==> src/rtl/pot_pkg.sv <==
package pot_pkg;
  localparam int DATA_W = 8;

  typedef enum logic [3:0] {
    K_NONE, K_RD_W, K_WR_W, K_RD_D, K_WR_D,
    K_D2W, K_W2D, K_GD2W, K_GW2D, K_STEP
  } kind_e;

  typedef struct packed {
    kind_e      kind;
    logic [1:0] rsel;
    logic [1:0] psel;
  } cmd_t;

  typedef enum logic [2:0] {
    S_RECALL, S_IDLE, S_INSTR, S_DATA, S_STEP, S_TAIL
  } state_e;
endpackage

==> src/rtl/pot_decode.sv <==
module pot_decode
  import pot_pkg::*;
(
  input  logic [7:0] instr,
  output cmd_t       cmd
);
  always_comb begin
    cmd.rsel = instr[3:2];
    cmd.psel = instr[1:0];
    case (instr[7:4])
      4'b1001: cmd.kind = K_RD_W;
      4'b1010: cmd.kind = K_WR_W;
      4'b1011: cmd.kind = K_RD_D;
      4'b1100: cmd.kind = K_WR_D;
      4'b1101: cmd.kind = K_D2W;
      4'b1110: cmd.kind = K_W2D;
      4'b0001: cmd.kind = K_GD2W;
      4'b1000: cmd.kind = K_GW2D;
      4'b0010: cmd.kind = K_STEP;
      default: cmd.kind = K_NONE;
    endcase
  end
endmodule

==> src/rtl/pot_regs.sv <==
module pot_regs #(
  parameter int NCH = 2,
  parameter int NDR = 4,
  parameter int DW  = 8,
  parameter logic [NCH*NDR*DW-1:0] PRESET = '0
) (
  input  logic                          clk,
  input  logic                          rst_n,
  input  logic [NCH-1:0]                wip_we,
  input  logic [NCH-1:0][DW-1:0]        wip_wd,
  input  logic [NCH-1:0]                dr_we,
  input  logic [1:0]                    dr_idx,
  input  logic [NCH-1:0][DW-1:0]        dr_wd,
  output logic [NCH-1:0][DW-1:0]        wip_q,
  output logic [NCH-1:0][NDR-1:0][DW-1:0] dr_q
);
  for (genvar c = 0; c < NCH; c++) begin : g_ch
    always_ff @(posedge clk or negedge rst_n) begin
      if (!rst_n)         wip_q[c] <= '0;
      else if (wip_we[c]) wip_q[c] <= wip_wd[c];
    end
    for (genvar r = 0; r < NDR; r++) begin : g_dr
      logic hit;
      assign hit = dr_we[c] && (int'(dr_idx) == r);
      always_ff @(posedge clk or negedge rst_n) begin
        if (!rst_n)   dr_q[c][r] <= PRESET[(c*NDR+r)*DW +: DW];
        else if (hit) dr_q[c][r] <= dr_wd[c];
      end
    end
  end
endmodule

==> src/rtl/pot_prog_timer.sv <==
module pot_prog_timer #(
  parameter int CYCLES = 8
) (
  input  logic clk,
  input  logic rst_n,
  input  logic start,
  output logic busy
);
  localparam int CW = $clog2(CYCLES + 1);
  logic [CW-1:0] cnt_q, cnt_d;

  always_comb begin
    cnt_d = cnt_q;
    if (start)            cnt_d = CW'(CYCLES);
    else if (cnt_q != '0) cnt_d = cnt_q - 1'b1;
  end

  always_ff @(posedge clk or negedge rst_n) begin
    if (!rst_n) cnt_q <= '0;
    else        cnt_q <= cnt_d;
  end

  assign busy = (cnt_q != '0);
endmodule

==> src/rtl/pot_cmd_exec.sv <==
module pot_cmd_exec
  import pot_pkg::*;
#(
  parameter int NCH         = 2,
  parameter int NDR         = 4,
  parameter int PROG_CYCLES = 8,
  parameter logic [NCH*NDR*DATA_W-1:0] PRESET = 64'h3322_11C0_3020_1040
) (
  input  logic                  clk,
  input  logic                  rst_n,
  input  logic                  wp_n,
  input  logic                  frame_start,
  input  logic                  frame_stop,
  input  logic                  byte_valid,
  input  logic [7:0]            byte_data,
  input  logic                  step_valid,
  input  logic                  step_up,
  output logic                  byte_ack,
  output logic                  rd_valid,
  output logic [DATA_W-1:0]     rd_data,
  output logic                  busy,
  output logic [NCH*DATA_W-1:0] wiper_codes
);
  localparam int DW = DATA_W;

  // reset: asserted asynchronously, released through two flops
  logic rst_s1, rst_i;
  always_ff @(posedge clk or negedge rst_n) begin
    if (!rst_n) begin
      rst_s1 <= 1'b0;
      rst_i  <= 1'b0;
    end else begin
      rst_s1 <= 1'b1;
      rst_i  <= rst_s1;
    end
  end

  state_e state_q, state_d;
  cmd_t   cmd_q, cmd_d, dec;
  logic   pend_q, pend_d, wpx_q, wpx_d;
  logic   ack_d, rdv_d, commit;
  logic [DW-1:0] pdata_q, pdata_d, rdd_d, sel_w, sel_d;

  logic [NCH-1:0]                  wip_we, dr_we;
  logic [NCH-1:0][DW-1:0]          wip_wd, dr_wd, wip_q;
  logic [NCH-1:0][NDR-1:0][DW-1:0] dr_q;

  pot_decode u_dec (.instr(byte_data), .cmd(dec));

  pot_regs #(.NCH(NCH), .NDR(NDR), .DW(DW), .PRESET(PRESET)) u_regs (
    .clk(clk), .rst_n(rst_i), .wip_we(wip_we), .wip_wd(wip_wd),
    .dr_we(dr_we), .dr_idx(cmd_q.rsel), .dr_wd(dr_wd),
    .wip_q(wip_q), .dr_q(dr_q)
  );

  pot_prog_timer #(.CYCLES(PROG_CYCLES)) u_tmr (
    .clk(clk), .rst_n(rst_i), .start(commit), .busy(busy)
  );

  // read multiplexers; an absent channel reads as zero
  always_comb begin
    sel_w = '0;
    sel_d = '0;
    for (int c = 0; c < NCH; c++) begin
      if (int'(dec.psel) == c) begin
        sel_w = wip_q[c];
        sel_d = dr_q[c][dec.rsel];
      end
    end
  end

  always_comb begin
    state_d = state_q;
    cmd_d   = cmd_q;
    pend_d  = pend_q;
    pdata_d = pdata_q;
    wpx_d   = wpx_q | (!wp_n && state_q != S_IDLE && state_q != S_RECALL);
    ack_d   = 1'b0;
    rdv_d   = 1'b0;
    rdd_d   = '0;
    commit  = 1'b0;
    wip_we  = '0;
    wip_wd  = wip_q;
    dr_we   = '0;
    dr_wd   = wip_q;
    case (state_q)
      S_RECALL: begin
        for (int c = 0; c < NCH; c++) begin
          wip_we[c] = 1'b1;
          wip_wd[c] = dr_q[c][0];
        end
        state_d = S_IDLE;
      end
      S_IDLE: begin
        if (frame_start && !busy) begin
          state_d = S_INSTR;
          wpx_d   = !wp_n;
          pend_d  = 1'b0;
        end
      end
      S_INSTR: begin
        if (byte_valid) begin
          ack_d   = 1'b1;
          cmd_d   = dec;
          state_d = S_TAIL;
          case (dec.kind)
            K_RD_W: begin rdv_d = 1'b1; rdd_d = sel_w; end
            K_RD_D: begin rdv_d = 1'b1; rdd_d = sel_d; end
            K_WR_W, K_WR_D: state_d = S_DATA;
            K_STEP: state_d = S_STEP;
            K_D2W, K_GD2W: begin
              for (int c = 0; c < NCH; c++) begin
                if (dec.kind == K_GD2W || int'(dec.psel) == c) begin
                  wip_we[c] = 1'b1;
                  wip_wd[c] = dr_q[c][dec.rsel];
                end
              end
            end
            K_W2D:  pend_d = (int'(dec.psel) < NCH);
            K_GW2D: pend_d = 1'b1;
            default: ;
          endcase
        end
      end
      S_DATA: begin
        if (byte_valid) begin
          state_d = S_TAIL;
          if (cmd_q.kind == K_WR_W) begin
            ack_d = 1'b1;
            for (int c = 0; c < NCH; c++) begin
              if (int'(cmd_q.psel) == c) begin
                wip_we[c] = 1'b1;
                wip_wd[c] = byte_data;
              end
            end
          end else if (!(wpx_q || !wp_n)) begin
            ack_d   = 1'b1;
            pend_d  = (int'(cmd_q.psel) < NCH);
            pdata_d = byte_data;
          end
        end
      end
      S_STEP: begin
        if (step_valid) begin
          for (int c = 0; c < NCH; c++) begin
            if (int'(cmd_q.psel) == c) begin
              wip_we[c] = 1'b1;
              if (step_up) wip_wd[c] = (wip_q[c] == '1) ? wip_q[c] : wip_q[c] + 1'b1;
              else         wip_wd[c] = (wip_q[c] == '0) ? wip_q[c] : wip_q[c] - 1'b1;
            end
          end
        end
      end
      default: ;
    endcase

    if (frame_stop && state_q != S_IDLE && state_q != S_RECALL) begin
      state_d = S_IDLE;
      pend_d  = 1'b0;
      if (pend_q && !wpx_q && wp_n) begin
        commit = 1'b1;
        for (int c = 0; c < NCH; c++) begin
          if (cmd_q.kind == K_GW2D || int'(cmd_q.psel) == c) begin
            dr_we[c] = 1'b1;
            dr_wd[c] = (cmd_q.kind == K_WR_D) ? pdata_q : wip_q[c];
          end
        end
      end
    end
  end

  always_ff @(posedge clk or negedge rst_i) begin
    if (!rst_i) begin
      state_q  <= S_RECALL;
      cmd_q    <= '0;
      pend_q   <= 1'b0;
      pdata_q  <= '0;
      wpx_q    <= 1'b0;
      byte_ack <= 1'b0;
      rd_valid <= 1'b0;
      rd_data  <= '0;
    end else begin
      state_q  <= state_d;
      cmd_q    <= cmd_d;
      pend_q   <= pend_d;
      pdata_q  <= pdata_d;
      wpx_q    <= wpx_d;
      byte_ack <= ack_d;
      rd_valid <= rdv_d;
      rd_data  <= rdd_d;
    end
  end

  assign wiper_codes = wip_q;
endmodule

==> config.mk <==
export PLATFORM = sky130hd
export DESIGN_NAME = pot_cmd_exec
export DESIGN_NICKNAME = d
export VERILOG_FILES = /design/src/rtl/pot_pkg.sv /design/src/rtl/pot_decode.sv /design/src/rtl/pot_regs.sv /design/src/rtl/pot_prog_timer.sv /design/src/rtl/pot_cmd_exec.sv
export SDC_FILE = /design/constraint.sdc
export NUM_CORES = 1
export LEC_CHECK = 0
export BUFFER_PORTS_ARGS = -buffer_cell sky130_fd_sc_hd__buf_2
export CAP_MARGIN = 0
export CORE_MARGIN = 5
export CORE_UTILIZATION = 55
export DETAILED_ROUTE_END_ITERATION = 16
export PLACE_DENSITY = 0.76
export SETUP_SLACK_MARGIN = 0.3
export SKIP_CTS_REPAIR_TIMING = 1
export SLEW_MARGIN = 20
export SYNTH_ARGS = -nofsm -noshare
export SYNTH_HDL_FRONTEND = slang
export SYNTH_SLANG_ARGS = --single-unit
==> constraint.sdc <==
create_clock -name clk -period 3.3 [get_ports clk]
set_clock_uncertainty 0.05 [all_clocks]
set_input_delay 0.165 -clock clk [delete_from_list [all_inputs] [get_ports clk]]
set_output_delay 0.165 -clock clk [all_outputs]
set_load 0.02 [all_outputs]
==> metrics.md <==
| Metric | Value |
|---|---|
| Outcome | complete, no violations |
| Worst min path class | in2async |
| Max-slew headroom | 42.7% |
| 1st-pass router iterations | 5 |
| DRC | 0 |
| Non-Filler Instances | 920 |
| Synth Flop Type | dfrtp_1 |
| Placed Instances | 886 |
| Max-cap violations | 0 |
| Total of warnings raised by yosys | 0 |
| CP Data Arrival Time | 2.83 ns |
| Overall Global Routing Usage | 27.1% |
| Max-slew violation count | 0 |
| CP startpoint kind | flop |
| Ports | 43 |
| Avg WL per Cell | 20.8 um |
| Finish-stage setup viols | 0 |
| Final net count | 775 |
| Clk buf depth | 2 |
| Setup TNS | 0 ns |
| Slew at the pin with the worst max-slew slack | 0.859 ns |
| CP Class | reg2reg |
| Post-DR vias/cell | 6.23 |
| Syn Nets | 734 |
| R2r worst-path depth | 7 |
| Mapped Cells | 698 |
| Port Buffers | 42 |
| Synth cell types | 75 |
| Req. time, crit path | 3.52 ns |
| Final period util | 79.0% |
| Number of synthesized flops with an enable pin | 0 |
| RSZ-0062 raised after global routing | no |
| Die height | 122 um |
| Commonest non-fill, non-tap cells in the layout | dfrtp_1, nand2_1, nor2_1, a21oi_1, o21ai_0 |
| VDD IR-drop max | 0.317 mV |
| Area growth, synth to finish | 14.5% |
| Cts bufs inserted | 17 |
| Reg clk slew, reported paths | 0.05 ns |
| Number of global-route vias before repair | 5641 |
| Core area | 0.0121 mm2 |
| N_diodes | 0 |
| Internal reg-to-reg setup slack | 0.69 ns |
| Total Die Area | 0.0148 mm2 |
| Total global routing overflow | 0 |
| CTS sink count | 117 |
| Pin count of the biggest net entering global routing | 66 |
| Routed WL | 19100 um |
| H-tree depth | 4 |
| Die X | 122 um |
| Clock root buffer | clkbuf_16 |
| Worst R2R End | u_regs.dr_q[47] |
| Post-layout min period | 2.61 ns |
| Post-route ant nets | 0 |
| Most common cell after layout, fill and taps aside | dfrtp_1 |
| Clock latency on the worst-skew pair | 0.42 ns |
| Routability Congestion | 0.942 |
| Critical Path Fanout Max | 9 |
| Crit. End Element | flop |
| PwrDens | 711 mW/mm2 |
| Mapped Area | 0.00687 mm2 |
| Routed vias | 5730 |
| Layout cell share with drive strength beyond 1 | 21.9% |
| First-pass GRT wire length | 30800 um |
| CTS tree | built |
| Avg Inst Size Synth | 9.84 um2 |
| Antenna violations before repair | 0 |
| Ys async rst share | 100% |
| Final Hold Fails | 0 |
| Pleak | 3.52 nW |
| Fill cell count | 996 |
| DR iter-0 viols | 538 |
| Row Count | 40 |
| FF-to-FF Start | state_q[2] |
| Post-DP HPWL | 13700 um |
| Achievable Freq | 0.384 GHz |
| Initial core utilization | 56.7% |
| Sequential fraction of the synthesis area | 42.9% |
| Register bit total from synthesis | 117 |
-- worst max-delay path by stage --
stage	from	to	slack, ns	cells after the start
after global placement	state_q[2]	u_regs.dr_q[55]	0.84	7
after global routing	state_q[2]	u_regs.dr_q[47]	0.57	7
after floorplan	u_regs.wip_q[2]	u_regs.wip_q[6]	1.15	7
after detailed placement	step_up	u_regs.wip_q[6]	0.74	9
after CTS	state_q[2]	u_regs.dr_q[47]	0.74	7
final	state_q[2]	u_regs.dr_q[47]	0.69	7
-- synthesized netlist by cell type, types with 4 or more instances --
library cell	number	area, um2
a211oi_1	11	82.6
a21o_1	10	75.1
a21oi_1	67	335
a221oi_1	5	43.8
a22oi_1	8	60.1
a31oi_1	5	31.3
and3_1	6	37.5
buf_2	10	50.1
buf_6	5	56.3
clkbuf_1	17	63.8
dfrtp_1	102	2550
dfstp_2	15	394
ha_1	18	225
inv_1	23	86.3
mux2_2	24	270
mux2i_1	20	200
mux4_2	16	360
nand2_1	72	270
nand2b_1	8	50.1
nand3_1	7	35.0
nand3b_1	4	30.0
nand4_1	4	25.0
nor2_1	70	263
nor2b_1	4	25.0
nor3_1	9	45.0
nor4_1	4	25.0
o211ai_1	4	30.0
o21a_1	8	60.1
o21ai_0	60	300
o21ai_1	11	55.1
or3_1	4	25.0
xnor2_1	6	52.6
xor2_1	5	43.8
-- layer usage --
metal | share of wire, % | global-route usage [%]
met3 | 8.1 | 4.92
met2 | 46 | 42.3
met5 | 0 | 0
met1 | 43 | 37.7
met4 | 3.4 | 10.6
-- state kept, by name, indices dropped and copies added, names as in the netlist --
name and flops:
byte_ack 1, rst_i 1, rst_s1 1, cmd_q 8
rd_data 8, u_regs.wip_q 16, wpx_q 1, state_q 3
u_tmr.cnt_q 4, pdata_q 8, rd_valid 1, pend_q 1
u_regs.dr_q 64
-- metrics by stage --
stage	hold slack (ns)	power [mW]	worst slack (ns)	instance area [um2]	util [%]
2_1_floorplan	-0.181	3.08	1.15	6870	-
3_3_place_gp	-0.0996	3.54	0.845	7220	59.6
3_5_place_dp	-0.0964	3.61	0.745	7220	59.6
4_1_cts	-0.535	5.58	0.737	7850	64.8
5_1_grt	0.0380	5.87	0.575	7870	64.9
6_report	0.0129	5.59	0.693	7870	64.9
-- worst max-delay path, cell delays in order (launching register included) --
cell	delay, ns
dfrtp_1	0.50
nor2_1	0.17
nor3_4	0.39
o21ai_2	0.19
nor4b_2	0.28
buf_4	0.25
mux2i_1	0.50
a21oi_1	0.13
-- cell type report --
cell class | count | area (um2) | area share (%)
clock buffer | 23 | 478 | 6.08
clock inverter | 9 | 149 | 1.89
inverter | 25 | 93.8 | 1.19
multi-input combinational | 521 | 3640 | 46.3
sequential | 117 | 2950 | 37.5
tap | 168 | 210 | 2.67
timing repair buffer | 57 | 340 | 4.33
-- where the power goes --
part | total [mW] | leakage [nW] | switching, mW | internal (mW)
clock | 1.95 | 0.311 | 0.631 | 1.32
sequential | 1.99 | 1.53 | 0.350 | 1.64
combinational | 1.65 | 1.68 | 1.00 | 0.647
total | 5.59 | 3.52 | 1.98 | 3.61
-- logic make-up after synthesis --
logic type	count (synthesis)	synth area share (%)
AOI/OAI and AO/OA	220	20.4
and+or+nand+nor	208	14.9
DFF	117	42.9
muxes	61	12.4
buffers and inverters	60	4.08
adders and majority gates	20	3.86
xor gates and xnor gates	11	1.40
other	1	0.0546
No activity file was read; power rests on OpenSTA's default activity.
